==> config.mk <==
export PLATFORM = sky130hd
export DESIGN_NAME = chan_frame_sync
export DESIGN_NICKNAME = d
export VERILOG_FILES = /design/src/rtl/cfs_pkg.sv /design/src/rtl/cfs_sync_window.sv /design/src/rtl/cfs_frame_ctl.sv /design/src/rtl/cfs_sym_capture.sv /design/src/rtl/chan_frame_sync.sv
export SDC_FILE = /design/constraint.sdc
export NUM_CORES = 1
export LEC_CHECK = 0
export ABC_CLOCK_PERIOD_IN_PS = 2000
export BUFFER_PORTS_ARGS = -buffer_cell sky130_fd_sc_hd__buf_2
export CAP_MARGIN = 20
export CORE_ASPECT_RATIO = 1.4
export CORE_UTILIZATION = 57
export CTS_CLUSTER_SIZE = 10
export DETAILED_ROUTE_END_ITERATION = 10
export HOLD_SLACK_MARGIN = 0.03
export PLACE_DENSITY_LB_ADDON = 0.2
export SYNTH_ARGS = -nofsm -noshare
export SYNTH_HDL_FRONTEND = slang
export SYNTH_SLANG_ARGS = --single-unit
==> constraint.sdc <==
create_clock -name clk_i -period 2 [get_ports clk_i]
set_input_delay 0.3 -clock clk_i [delete_from_list [all_inputs] [get_ports clk_i]]
set_output_delay 0.3 -clock clk_i [all_outputs]
set_load 0.02 [all_outputs]
==> src/rtl/cfs_pkg.sv <==
package cfs_pkg;

   typedef enum logic {
      ST_HUNT  = 1'b0,
      ST_GUARD = 1'b1
   } lock_state_e;

   // Sync pattern mask for a given zero-run length: bit 0 is the newest bit.
   function automatic logic [63:0] sync_mask(input int run_len);
      logic [63:0] m;
      m = '0;
      m[0]               = 1'b1;
      m[run_len + 1]     = 1'b1;
      m[2 * run_len + 2] = 1'b1;
      return m;
   endfunction

endpackage

==> src/rtl/cfs_sync_window.sv <==
module cfs_sync_window #(
   parameter int RUN_ZEROS = 10
) (
   input  logic clk_i,
   input  logic rst_i,
   input  logic bit_i,
   output logic hit_o
);
   localparam int          WIN  = 2 * RUN_ZEROS + 3;
   localparam logic [63:0] MASK = cfs_pkg::sync_mask(RUN_ZEROS);
   localparam logic [WIN-1:0] PAT = MASK[WIN-1:0];

   generate
      if (RUN_ZEROS < 1 || WIN > 64) begin : g_bad_run
         $error("cfs_sync_window: RUN_ZEROS out of range");
      end
   endgenerate

   logic [WIN-1:0] win_q;
   logic [WIN-1:0] eq;

   always_ff @(posedge clk_i) begin
      if (rst_i) win_q <= '0;
      else       win_q <= {win_q[WIN-2:0], bit_i};
   end

   generate
      for (genvar i = 0; i < WIN; i++) begin : g_cmp
         assign eq[i] = ~(win_q[i] ^ PAT[i]);
      end
   endgenerate

   assign hit_o = &eq;

endmodule

==> src/rtl/cfs_frame_ctl.sv <==
module cfs_frame_ctl #(
   parameter int FRAME_BITS    = 588,
   parameter int LOCK_SYNCS    = 3,
   parameter int UNLOCK_MISSES = 3
) (
   input  logic clk_i,
   input  logic rst_i,
   input  logic hit_i,
   output logic sync_o,
   output logic guard_o
);
   import cfs_pkg::*;

   localparam int CW      = $clog2(FRAME_BITS + 2);
   localparam int LW      = $clog2(LOCK_SYNCS + 1);
   localparam int MW      = $clog2(UNLOCK_MISSES + 1);
   localparam logic [CW-1:0] GAP_MAX = CW'(FRAME_BITS + 1);
   localparam logic [CW-1:0] GAP_EXP = CW'(FRAME_BITS);
   localparam logic [LW-1:0] RUN_TOP = LW'(LOCK_SYNCS - 1);
   localparam logic [MW-1:0] MISS_TOP = MW'(UNLOCK_MISSES - 1);

   generate
      if (LOCK_SYNCS < 1 || UNLOCK_MISSES < 1) begin : g_bad_cnt
         $error("cfs_frame_ctl: lock and unlock counts must be at least 1");
      end
   endgenerate

   lock_state_e state_q;
   logic [CW-1:0] gap_q;
   logic [LW-1:0] run_q;
   logic [MW-1:0] miss_q;

   logic on_time, guarded, accept, insert;

   always_comb begin
      on_time = (gap_q == GAP_EXP);
      guarded = (state_q == ST_GUARD);
      accept  = hit_i && (on_time || !guarded);
      insert  = on_time && !hit_i && guarded;
   end

   assign sync_o  = accept | insert;
   assign guard_o = guarded;

   always_ff @(posedge clk_i) begin
      if (rst_i) begin
         gap_q   <= '0;
         state_q <= ST_HUNT;
         run_q   <= '0;
         miss_q  <= '0;
      end else begin
         if (sync_o)                gap_q <= CW'(1);
         else if (gap_q != GAP_MAX) gap_q <= gap_q + CW'(1);

         unique case (state_q)
            ST_HUNT: begin
               if (hit_i && on_time) begin
                  if (run_q == RUN_TOP) begin
                     state_q <= ST_GUARD;
                     run_q   <= '0;
                     miss_q  <= '0;
                  end else begin
                     run_q <= run_q + LW'(1);
                  end
               end else if (hit_i || on_time) begin
                  run_q <= '0;
               end
            end
            ST_GUARD: begin
               if (hit_i && on_time) begin
                  miss_q <= '0;
               end else if (on_time) begin
                  if (miss_q == MISS_TOP) begin
                     state_q <= ST_HUNT;
                     miss_q  <= '0;
                     run_q   <= '0;
                  end else begin
                     miss_q <= miss_q + MW'(1);
                  end
               end
            end
            default: state_q <= ST_HUNT;
         endcase
      end
   end

endmodule

==> src/rtl/cfs_sym_capture.sv <==
module cfs_sym_capture #(
   parameter int SYM_BITS   = 14,
   parameter int MERGE_BITS = 3
) (
   input  logic                clk_i,
   input  logic                rst_i,
   input  logic                bit_i,
   input  logic                sync_i,
   output logic                valid_o,
   output logic [SYM_BITS-1:0] sym_o
);
   localparam int FIRST = MERGE_BITS + 1;
   localparam int LAST  = FIRST + SYM_BITS - 1;
   localparam int PW    = $clog2(LAST + 2);
   localparam logic [PW-1:0] P_FIRST = PW'(FIRST);
   localparam logic [PW-1:0] P_LAST  = PW'(LAST);

   generate
      if (SYM_BITS < 2) begin : g_bad_sym
         $error("cfs_sym_capture: SYM_BITS must be at least 2");
      end
   endgenerate

   logic [PW-1:0]       pos_q;
   logic [SYM_BITS-1:0] sym_q;
   logic                valid_q;
   logic                in_field;

   assign in_field = (pos_q >= P_FIRST) && (pos_q <= P_LAST);

   always_ff @(posedge clk_i) begin
      if (rst_i) begin
         pos_q   <= '0;
         sym_q   <= '0;
         valid_q <= 1'b0;
      end else begin
         valid_q <= (pos_q == P_LAST);
         if (in_field) sym_q <= {sym_q[SYM_BITS-2:0], bit_i};
         if (sync_i)                pos_q <= PW'(1);
         else if (pos_q == P_LAST)  pos_q <= '0;
         else if (pos_q != '0)      pos_q <= pos_q + PW'(1);
      end
   end

   assign valid_o = valid_q;
   assign sym_o   = sym_q;

endmodule

==> src/rtl/chan_frame_sync.sv <==
module chan_frame_sync #(
   parameter int RUN_ZEROS     = 10,
   parameter int FRAME_BITS    = 588,
   parameter int SYM_BITS      = 14,
   parameter int MERGE_BITS    = 3,
   parameter int LOCK_SYNCS    = 3,
   parameter int UNLOCK_MISSES = 3
) (
   input  logic                clk_i,
   input  logic                rst_i,
   input  logic                chan_bit_i,
   output logic                sync_o,
   output logic                guard_o,
   output logic                sub_valid_o,
   output logic [SYM_BITS-1:0] sub_sym_o
);
   localparam int SYNC_LEN = 2 * RUN_ZEROS + 4;
   localparam int MIN_FRAME = SYNC_LEN + MERGE_BITS + SYM_BITS;

   generate
      if (FRAME_BITS < MIN_FRAME) begin : g_bad_frame
         $error("chan_frame_sync: frame too short for sync and subcode symbol");
      end
   endgenerate

   logic hit;

   cfs_sync_window #(
      .RUN_ZEROS(RUN_ZEROS)
   ) u_win (
      .clk_i (clk_i),
      .rst_i (rst_i),
      .bit_i (chan_bit_i),
      .hit_o (hit)
   );

   cfs_frame_ctl #(
      .FRAME_BITS   (FRAME_BITS),
      .LOCK_SYNCS   (LOCK_SYNCS),
      .UNLOCK_MISSES(UNLOCK_MISSES)
   ) u_ctl (
      .clk_i  (clk_i),
      .rst_i  (rst_i),
      .hit_i  (hit),
      .sync_o (sync_o),
      .guard_o(guard_o)
   );

   cfs_sym_capture #(
      .SYM_BITS  (SYM_BITS),
      .MERGE_BITS(MERGE_BITS)
   ) u_sub (
      .clk_i  (clk_i),
      .rst_i  (rst_i),
      .bit_i  (chan_bit_i),
      .sync_i (sync_o),
      .valid_o(sub_valid_o),
      .sym_o  (sub_sym_o)
   );

endmodule

==> results of run 1 <==
==> layout make-up <==
| type | instances | area (um2) |
|---|---|---|
| Sequential cell | 58 | 1165 |
| Fill cell | 293 | 1071 |
| Multi-Input combinational cell | 153 | 1039 |
| Clock buffer | 14 | 162.7 |
| Timing Repair Buffer | 26 | 153.9 |
| Tap cell | 42 | 52.55 |
| Clock inverter | 2 | 35.03 |
| Inverter | 8 | 30.03 |
==> routing by layer <==
metal	share of wire [%]	GRT usage, %	up-vias
met5	0	0	-
met4	2.4	11.25	0
met3	4.2	10.18	9
met2	50	33.49	31
met1	43	24.52	771
li1	-	-	828
==> cell families after synthesis <==
group,Yosys count,synth area share [%]
compound gates,19,5.767
xor+xnor,12,4.703
fa+ha+maj,6,3.359
buf+inv,16,2.800
flops,58,51.96
mux,15,6.719
simple gates,101,24.69
==> sequential cells by signal, indices dropped and copies added (netlist names) <==
name,count
u_win.win_q,23
u_sub.sym_o,14
u_ctl.gap_q,10
u_sub.pos_q,5
u_ctl.miss_q,2
u_ctl.run_q,2
u_ctl.guard_o,1
u_sub.valid_o,1
==> power by group through the flow <==
stage | clock network [mW] | registers [mW] | logic [mW]
after CTS | 1.08 | 1.18 | 0.0730
after global routing | 1.14 | 1.18 | 0.0815
after floorplan | 0 | 1.20 | 0.0546
after detailed placement | 0 | 1.21 | 0.0720
after global placement | 0 | 1.21 | 0.0699
final | 1.06 | 1.18 | 0.0722
==> worst max path at each step <==
| stage | start | slack [ps] | to |
|---|---|---|---|
| after floorplan | u_sub.pos_q[1] | 310 | u_sub.sym_o[10] |
| after global placement | u_ctl.gap_q[4] | 300 | u_ctl.miss_q[1] |
| after detailed placement | u_ctl.gap_q[4] | 270 | u_ctl.miss_q[1] |
| after CTS | u_ctl.gap_q[4] | 20 | sync_o |
| after global routing | u_win.win_q[18] | -60 | sync_o |
| final | u_win.win_q[18] | 30 | sync_o |
==> cell usage in the layout (no fill, tap or decap), types with 6 or more instances in the layout <==
cell type,count
xnor2_1,6
buf_2,18
nor2b_1,23
ha_1,6
clkbuf_8,11
nor2_1,34
buf_4,7
xor2_1,6
dfxtp_1,55
inv_1,8
nand3_1,10
nand2_1,11
mux2i_1,15
==> stage by stage <==
step	cells	hold WS, ps	util, %	instance area (um2)
CTS	301	215.2	69.70	2585
global route	303	211.5	71.12	2638
detailed placement	283	456.6	63.97	2372
finish	303	216.5	71.12	2638
global placement	283	444.3	63.97	2372
floorplan	227	428.2	-	2235
==> repair_timing <==
action                     CTS  global route
setup endpoints to repair    1             1
gates resized for setup      0             9
setup buffers                2             2
hold endpoints to repair     0             0
pin swaps                    2             5
==> worst max-delay path, delay by kind of cell, from the launching register on <==
| kind | cells | cell delay, ps |
|---|---|---|
| DFF | 1 | 330 |
| buffers and inverters | 2 | 200 |
| and+or+nand+nor | 2 | 440 |
| AOI/OAI and AO/OA | 1 | 370 |
==> results.json, run 1 <==
{
  "status": "complete, no violations",
  "place_ws_ps": 274.3,
  "synth-edff-count": 0,
  "grt_first_pass_wirelength_um": 6486,
  "chipWidth_um": 54.92,
  "post-route-period-util_pct": 98.35,
  "synthDistinctLibCells": 35,
  "setup_viol_count_final": 0,
  "htreeDepth": 3,
  "synth_flop_cell": "dfxtp_1",
  "wl_per_cell_um": 13.22,
  "hold_depth": 2,
  "clock_latency_ps": 330,
  "worst_r2r_endpoint": "u_ctl.gap_q[8]",
  "min_period_ps": 1967,
  "dp_hpwl_um": 2552,
  "yosysTopAreaCell": "dfxtp_1",
  "die_area_mm2": 0.004178,
  "fmax_ghz": 0.5084,
  "cts-root-buf": "clkbuf_8",
  "io_pins": 20,
  "cp-start-kind": "flip-flop",
  "arrival_ps": 1670,
  "dr.pass1.iters": 4,
  "slew_headroom_pct": 71.52,
  "area_growth_syn_to_layout_pct": 18.03,
  "synth_area_leaders": "dfxtp_1 52%, mux2i_1 6.7%, nor2b_1 6.4%, nor2_1 5.7%, ha_1 3.4%",
  "slowest_delay_ps": 370,
  "syn-cell-area_mm2": 0.002235,
  "vias": 1639,
  "grt.overflow.total": 0,
  "worstHoldEndpoint": "u_win.win_q[0]",
  "layout_setup_ws_ps": 33.10,
  "powerDensity_mw_per_mm2": 876.6,
  "synth_cells": 227,
  "fin_tns_setup_ps": 0,
  "synth_top_area_share_pct": 51.96,
  "start_util_pct": 60.26,
  "holdBufCountCts": 0,
  "clock_path_buffers": 2,
  "min_path_type": "primary input to flip-flop",
  "numCtsBuffers": 9,
  "yosysMostFrequentCell": "dfxtp_1",
  "crit_type": "flip-flop to primary output",
  "hold_start": "chan_bit_i",
  "core.rowCount": 26,
  "antenna_cells": 0,
  "yosys_warnings": 0,
  "p_int_mw": 1.840,
  "drv_cap": 0,
  "chipHeight_um": 76.09,
  "wirelength_um": 4007,
  "yosysSeqAreaShare_pct": 51.96,
  "r2r_setup_slack_ps": 240,
  "peakVddDrop_mv": 0.7438,
  "r2r_cells": 6,
  "synth.avg_cell_area_um2": 9.844,
  "grt_antenna_before_repair": 0,
  "clock-sinks": 58,
  "worstMarginPinSlew_ps": 421.3,
  "numPortBuffers": 19,
  "slowest_stage": "o31a_1",
  "final_nets": 265,
  "crit_path_end_kind": "primary output",
  "gp_congestion": 0.7342,
  "path_clk_slew_ps": 60,
  "swShare_pct": 20.44,
  "leakage_nw": 1.167,
  "cts_tree": "done",
  "r2r-start": "u_win.win_q[18]",
  "drive_above_1_share_pct": 18.77,
  "seq_power_share_pct": 51.1,
  "synth-async-reset-ratio_pct": 0,
  "crit_chain": "nor4bb_2 > nand4_1 > o31a_1 > inv_1 > buf_6",
  "grt_util_all_layers_pct": 21.94,
  "power_frac_comb_pct": 3.1,
  "drtIter0Drc": 30,
  "ant_nets": 0,
  "skew_ps": 7.333,
  "vias_per_cell": 5.409,
  "yosys-top-cells-count": "58 x dfxtp_1, 34 x nor2_1, 23 x nor2b_1, 15 x mux2i_1, 11 x nand2_1",
  "core_mm2": 0.003709,
  "synth_fp_nets": 236,
  "grt_max_degree": 45,
  "path_max_fanout": 4,
  "synth_seq_cells": 58,
  "rsz0062_at_grt": "true",
  "p_switching_mw": 0.4726,
  "required_ps": 1700,
  "hold_viol_final": 0,
  "power.total_mw": 2.312,
  "grt_pass1_vias": 1510,
  "p_clk_share_pct": 45.8,
  "drcViolationCount": 0,
  "drv_slew": 0
}
Power figures use the tool's default switching activity.
==> run 2, diff against run 1 <==
- ABC_CLOCK_PERIOD_IN_PS: 2000 -> 1700
- CORE_UTILIZATION: 57 -> 52
- SLEW_MARGIN: not set -> 40
- clock period: 2 -> 1.7 ns (I/O delays scaled with it)
==> run 2 against run 1 <==
- the flow now finishes with violations (negative setup slack)
- first-iteration DRC count grew 57%
- critical path depth is the same
- routed wire length shrank 0.97%
- register-to-register slack lost 150 ps
- hold slack lost 48 ps
- sequential share of layout area shrank 1.9 points
- global-route usage shrank 2.4 points
- clock-buffer cell count shrank 1
- combinational power grew 45%
- worst setup slack lost 190 ps
==> results.json, run 2 (same netlist as run 1, synthesis figures left out) <==
{
  "design_area_mm2": 0.002759,
  "highest_layer": "met4",
  "drtIter0Drc": 47,
  "numCtsBuffers": 9,
  "hold_viol_final": 0,
  "path_max_fanout": 5,
  "power_frac_comb_pct": 3.8,
  "arrival_ps": 1600,
  "fin_tns_setup_ps": -152.3,
  "dr.pass1.iters": 4,
  "path_clk_slew_ps": 60,
  "drv_cap": 0,
  "fin_cells": 312,
  "htreeDepth": 3,
  "largest_register": "u_win.win_q",
  "dp_hpwl_um": 2650,
  "chipWidth_um": 57.41,
  "hold_slack_ps": 168.7,
  "final_common_cell": "dfxtp_1",
  "chipHeight_um": 79.57,
  "placed_cell_area_mm2": 0.002481,
  "worstMarginPinSlew_ps": 415.5,
  "met1Wirelength_um": 1808,
  "layout_common_cells": "55 x dfxtp_1, 33 x nor2_1, 23 x nor2b_1",
  "slew_headroom_pct": 72.30,
  "met3RoutedLength_um": 127,
  "min_path_type": "primary input to flip-flop",
  "swShare_pct": 20.44,
  "crit_path_end_kind": "primary output",
  "cp-start-kind": "flip-flop",
  "die_area_mm2": 0.004567,
  "clock_latency_ps": 330,
  "vias_per_cell": 5.240,
  "violations": "negative setup slack",
  "clock_path_buffers": 2,
  "powerDensity_mw_per_mm2": 1006,
  "rsz0062_at_grt": "true",
  "grt.overflow.total": 0,
  "core.rowCount": 27,
  "ant_nets": 0,
  "place_ws_ps": 33.51,
  "leakage_nw": 1.224,
  "wl_per_cell_um": 12.72,
  "start_util_pct": 55.59,
  "crit_type": "flip-flop to primary output",
  "io_pins": 20,
  "grt_antenna_before_repair": 0,
  "status": "finished with violations",
  "holdBufCountCts": 0,
  "antenna_cells": 0,
  "grt_max_degree": 45,
  "peakVddDrop_mv": 0.9012,
  "wirelength_um": 3968,
  "area_growth_syn_to_layout_pct": 23.46,
  "post-route-period-util_pct": 109.0,
  "met2_wirelength_um": 1913,
  "p_switching_mw": 0.5670,
  "vias": 1635,
  "power.total_mw": 2.775,
  "cts-root-buf": "clkbuf_8",
  "min_period_ps": 1852,
  "dp_cells": 295,
  "cts_tree": "done",
  "fmax_ghz": 0.5399,
  "layout_setup_ws_ps": -152.3,
  "setup_viol_count_final": 1,
  "grt_first_pass_wirelength_um": 6575,
  "core_mm2": 0.004020,
  "p_clk_share_pct": 46.3,
  "skew_ps": 5.118,
  "numPortBuffers": 19,
  "largest_reg_flops": 23,
  "grt_util_all_layers_pct": 19.59,
  "grt_pass1_vias": 1563,
  "gp_congestion": 0.7797,
  "drive_above_1_share_pct": 22.68,
  "clock-sinks": 58,
  "seq_power_share_pct": 49.9,
  "final_nets": 274,
  "r2r_setup_slack_ps": 90,
  "fin_util_pct": 68.63,
  "drv_slew": 0,
  "p_int_mw": 2.208,
  "required_ps": 1440,
  "drcViolationCount": 0
}
==> run 2: final cells by class <==
class	instances	area [um2]
flip-flops and latches	58	1165
clock buffers	13	168.9
multi-input cells	153	1060
repair buffers	35	246.5
fillers	318	1261
well taps	43	53.80
clock inverters	2	35.03
inverters	8	30.03
==> run 2: power groups by stage <==
stage	combinational (mW)	sequential [mW]	clock (mW)
6_report	0.105	1.39	1.28
5_1_grt	0.118	1.39	1.36
4_1_cts	0.105	1.38	1.32
3_5_place_dp	0.104	1.41	0
3_3_place_gp	0.103	1.41	0
2_1_floorplan	0.0642	1.41	0
==> run 2: worst paths after layout <==
check / startpoint / endpoint / cells after the start
hold reg to reg: u_win.win_q[4] / u_win.win_q[5] / 1
setup / recovery: u_ctl.gap_q[5] / sync_o / 5
hold / removal: chan_bit_i / u_win.win_q[0] / 2
setup reg to reg: u_ctl.gap_q[5] / u_ctl.miss_q[1] / 4
==> run 2: critical path: stages (launching register included) <==
cell and delay (ps):
dfxtp_2 350, nor4b_4 380, nand4_1 150, o31a_1 180, inv_1 90, buf_6 110
==> run 2: timing repair <==
item / in CTS / in global routing
gates cloned: 0 / 0
setup buffers: 0 / 2
resized for setup: 5 / 8
endpoints found under the setup margin: 1 / 6
pin swaps: 3 / 5
==> run 2: layer usage <==
| metal | up-vias | track usage, % |
|---|---|---|
| li1 | 841 | - |
| met1 | 756 | 22.34 |
| met2 | 27 | 30.81 |
| met3 | 11 | 4.862 |
| met4 | 0 | 15.37 |
| met5 | - | 0 |
==> run 3, diff against run 2 <==
- BUFFER_PORTS_ARGS: -buffer_cell sky130_fd_sc_hd__buf_2 -> not set
- CORE_UTILIZATION: 52 -> 55
- DONT_BUFFER_PORTS: not set -> 1
==> run 3 against run 2 <==
- the run still ends with negative setup slack left
- global-route usage is 1.4 points higher
- maximum frequency is 0.93% higher
- combinational power is 4% higher
- via count is 1.9% lower
- sequential cell count stayed put
- clock power hardly changed
- die area is 5.3% lower
- sequential share of layout area is 0.99 points higher
- clock-buffer cell count is 2 lower
- critical endpoint unchanged
- largest power group unchanged
==> results.json, run 3 (same netlist as run 1, synthesis figures left out) <==
{
  "r2r_cells": 7,
  "grt_pass1_vias": 1640,
  "drtIter0Drc": 40,
  "antenna_cells": 0,
  "wirelength_um": 4153,
  "r2r-start": "u_win.win_q[0]",
  "placed_cell_area_mm2": 0.002364,
  "core_mm2": 0.003919,
  "rsz0062_at_grt": "true",
  "cp-start-kind": "flip-flop",
  "chipHeight_um": 77.42,
  "setup_viol_count_final": 1,
  "worstHoldEndpoint": "u_win.win_q[0]",
  "fin_cells": 291,
  "min_path_type": "primary input to flip-flop",
  "numPortBuffers": 0,
  "area_growth_syn_to_layout_pct": 20.88,
  "hold_start": "chan_bit_i",
  "path_clk_slew_ps": 60,
  "chipWidth_um": 55.87,
  "power.total_mw": 2.749,
  "post-route-period-util_pct": 108.0,
  "grt_antenna_before_repair": 0,
  "grt.overflow.total": 0,
  "io_pins": 20,
  "cts_tree": "done",
  "dr.pass1.iters": 4,
  "worst_r2r_endpoint": "u_ctl.gap_q[6]",
  "peakVddDrop_mv": 1.160,
  "hold_viol_final": 0,
  "crit_type": "flip-flop to primary output",
  "clock-sinks": 58,
  "clock_path_buffers": 2,
  "multi_input_area_mm2": 0.001087,
  "wl_per_cell_um": 14.27,
  "numCtsBuffers": 9,
  "dp_hpwl_um": 2712,
  "fmax_ghz": 0.5449,
  "fin_tns_setup_ps": -135.2,
  "seqCellArea_mm2": 0.001167,
  "r2r_setup_slack_ps": 10,
  "hold_depth": 1,
  "cts-root-buf": "clkbuf_8",
  "drive_above_1_share_pct": 20.16,
  "drcViolationCount": 0,
  "largest_register": "u_win.win_q",
  "dp_cells": 273,
  "start_util_pct": 57.02,
  "leakage_nw": 1.131,
  "core.rowCount": 27,
  "final_nets": 253,
  "num-fill-cells": 331,
  "drv_slew": 0,
  "min_period_ps": 1835,
  "grt_max_degree": 45,
  "grt_util_all_layers_pct": 20.96,
  "crit_path_end_kind": "primary output",
  "layout_common_cells": "53 x dfxtp_1, 33 x nor2_1, 23 x nor2b_1",
  "ant_nets": 0,
  "slew_headroom_pct": 67.30,
  "vias": 1604,
  "layout_setup_ws_ps": -135.2,
  "status": "finished with violations",
  "die_area_mm2": 0.004325,
  "vias_per_cell": 5.512,
  "skew_ps": 7.450,
  "largest_reg_flops": 23,
  "final_common_cell": "dfxtp_1",
  "worstMarginPinSlew_ps": 484.3,
  "violations": "negative setup slack",
  "grt_first_pass_wirelength_um": 6906,
  "required_ps": 1440,
  "drv_cap": 0,
  "fin_util_pct": 68.93,
  "powerDensity_mw_per_mm2": 1018,
  "design_area_mm2": 0.002701,
  "gp_congestion": 0.7377,
  "arrival_ps": 1580,
  "htreeDepth": 3,
  "clock_latency_ps": 330,
  "path_max_fanout": 2
}
## run 3: cell count changes in the layout (fill, tap and decap cells not counted), moves of 2 or more
| cell | change |
|---|---|
| buf_2 | -18 |
| buf_4 | -4 |
| dfxtp_1 | -2 |
| dfxtp_2 | +2 |
| nor4b_2 | +2 |
## run 3: how the worst max path moves through the flow
stage	from	to	slack, ps	depth (start not counted)
after floorplan	u_sub.pos_q[1]	u_sub.sym_o[10]	10	8
after global placement	u_ctl.gap_q[4]	u_ctl.miss_q[1]	90	4
after detailed placement	u_win.win_q[12]	u_ctl.run_q[1]	30	6
after CTS	u_win.win_q[21]	sync_o	-150	4
after global routing	u_win.win_q[0]	sync_o	-220	4
final	u_win.win_q[0]	sync_o	-140	4
## run 3: worst max-delay path, stage by stage, from the launching register on
cell and delay [ps]:
dfxtp_1 330, nor4bb_2 290, nand4_1 200, o31a_1 320
inv_2 110
## run 3: where the power goes
group | leakage (nW) | internal, mW | switching [mW]
clock | 0.101 | 0.747 | 0.508
combinational | 0.559 | 0.0515 | 0.0575
sequential | 0.471 | 1.37 | 0.0116
## run 3: area by class of cell
cell class,instances,area share (%)
Sequential cell,58,43.21
Clock inverter,4,1.899
Tap cell,43,1.992
Clock buffer,11,5.604
Timing Repair Buffer,14,5.929
Inverter,8,1.112
Multi-Input combinational cell,153,40.25
## run 3: layer usage
metal	global-route usage, %	share of wire [%]
met2	33.98	51
met4	13.41	3.1
met3	8.167	4.3
met1	22.66	41
met5	0	0
## run 3: what timing repair did
item                       4_1_cts  5_1_grt
pin swaps                        4        7
hold endpoints to repair        44        0
buffers inserted                 1        0
hold buffers                     1        0
setup endpoints to repair        1       28
gates cloned                     0        1
gates resized for setup          5       15
## run 3: through the flow
step           hold WS [ps]  worst slack [ps]
3_3_place_gp          329.0             86.47
3_5_place_dp          330.3             28.18
5_1_grt               40.53            -219.3
2_1_floorplan         383.2             12.43
6_report              53.64            -135.2
4_1_cts               46.72            -151.9
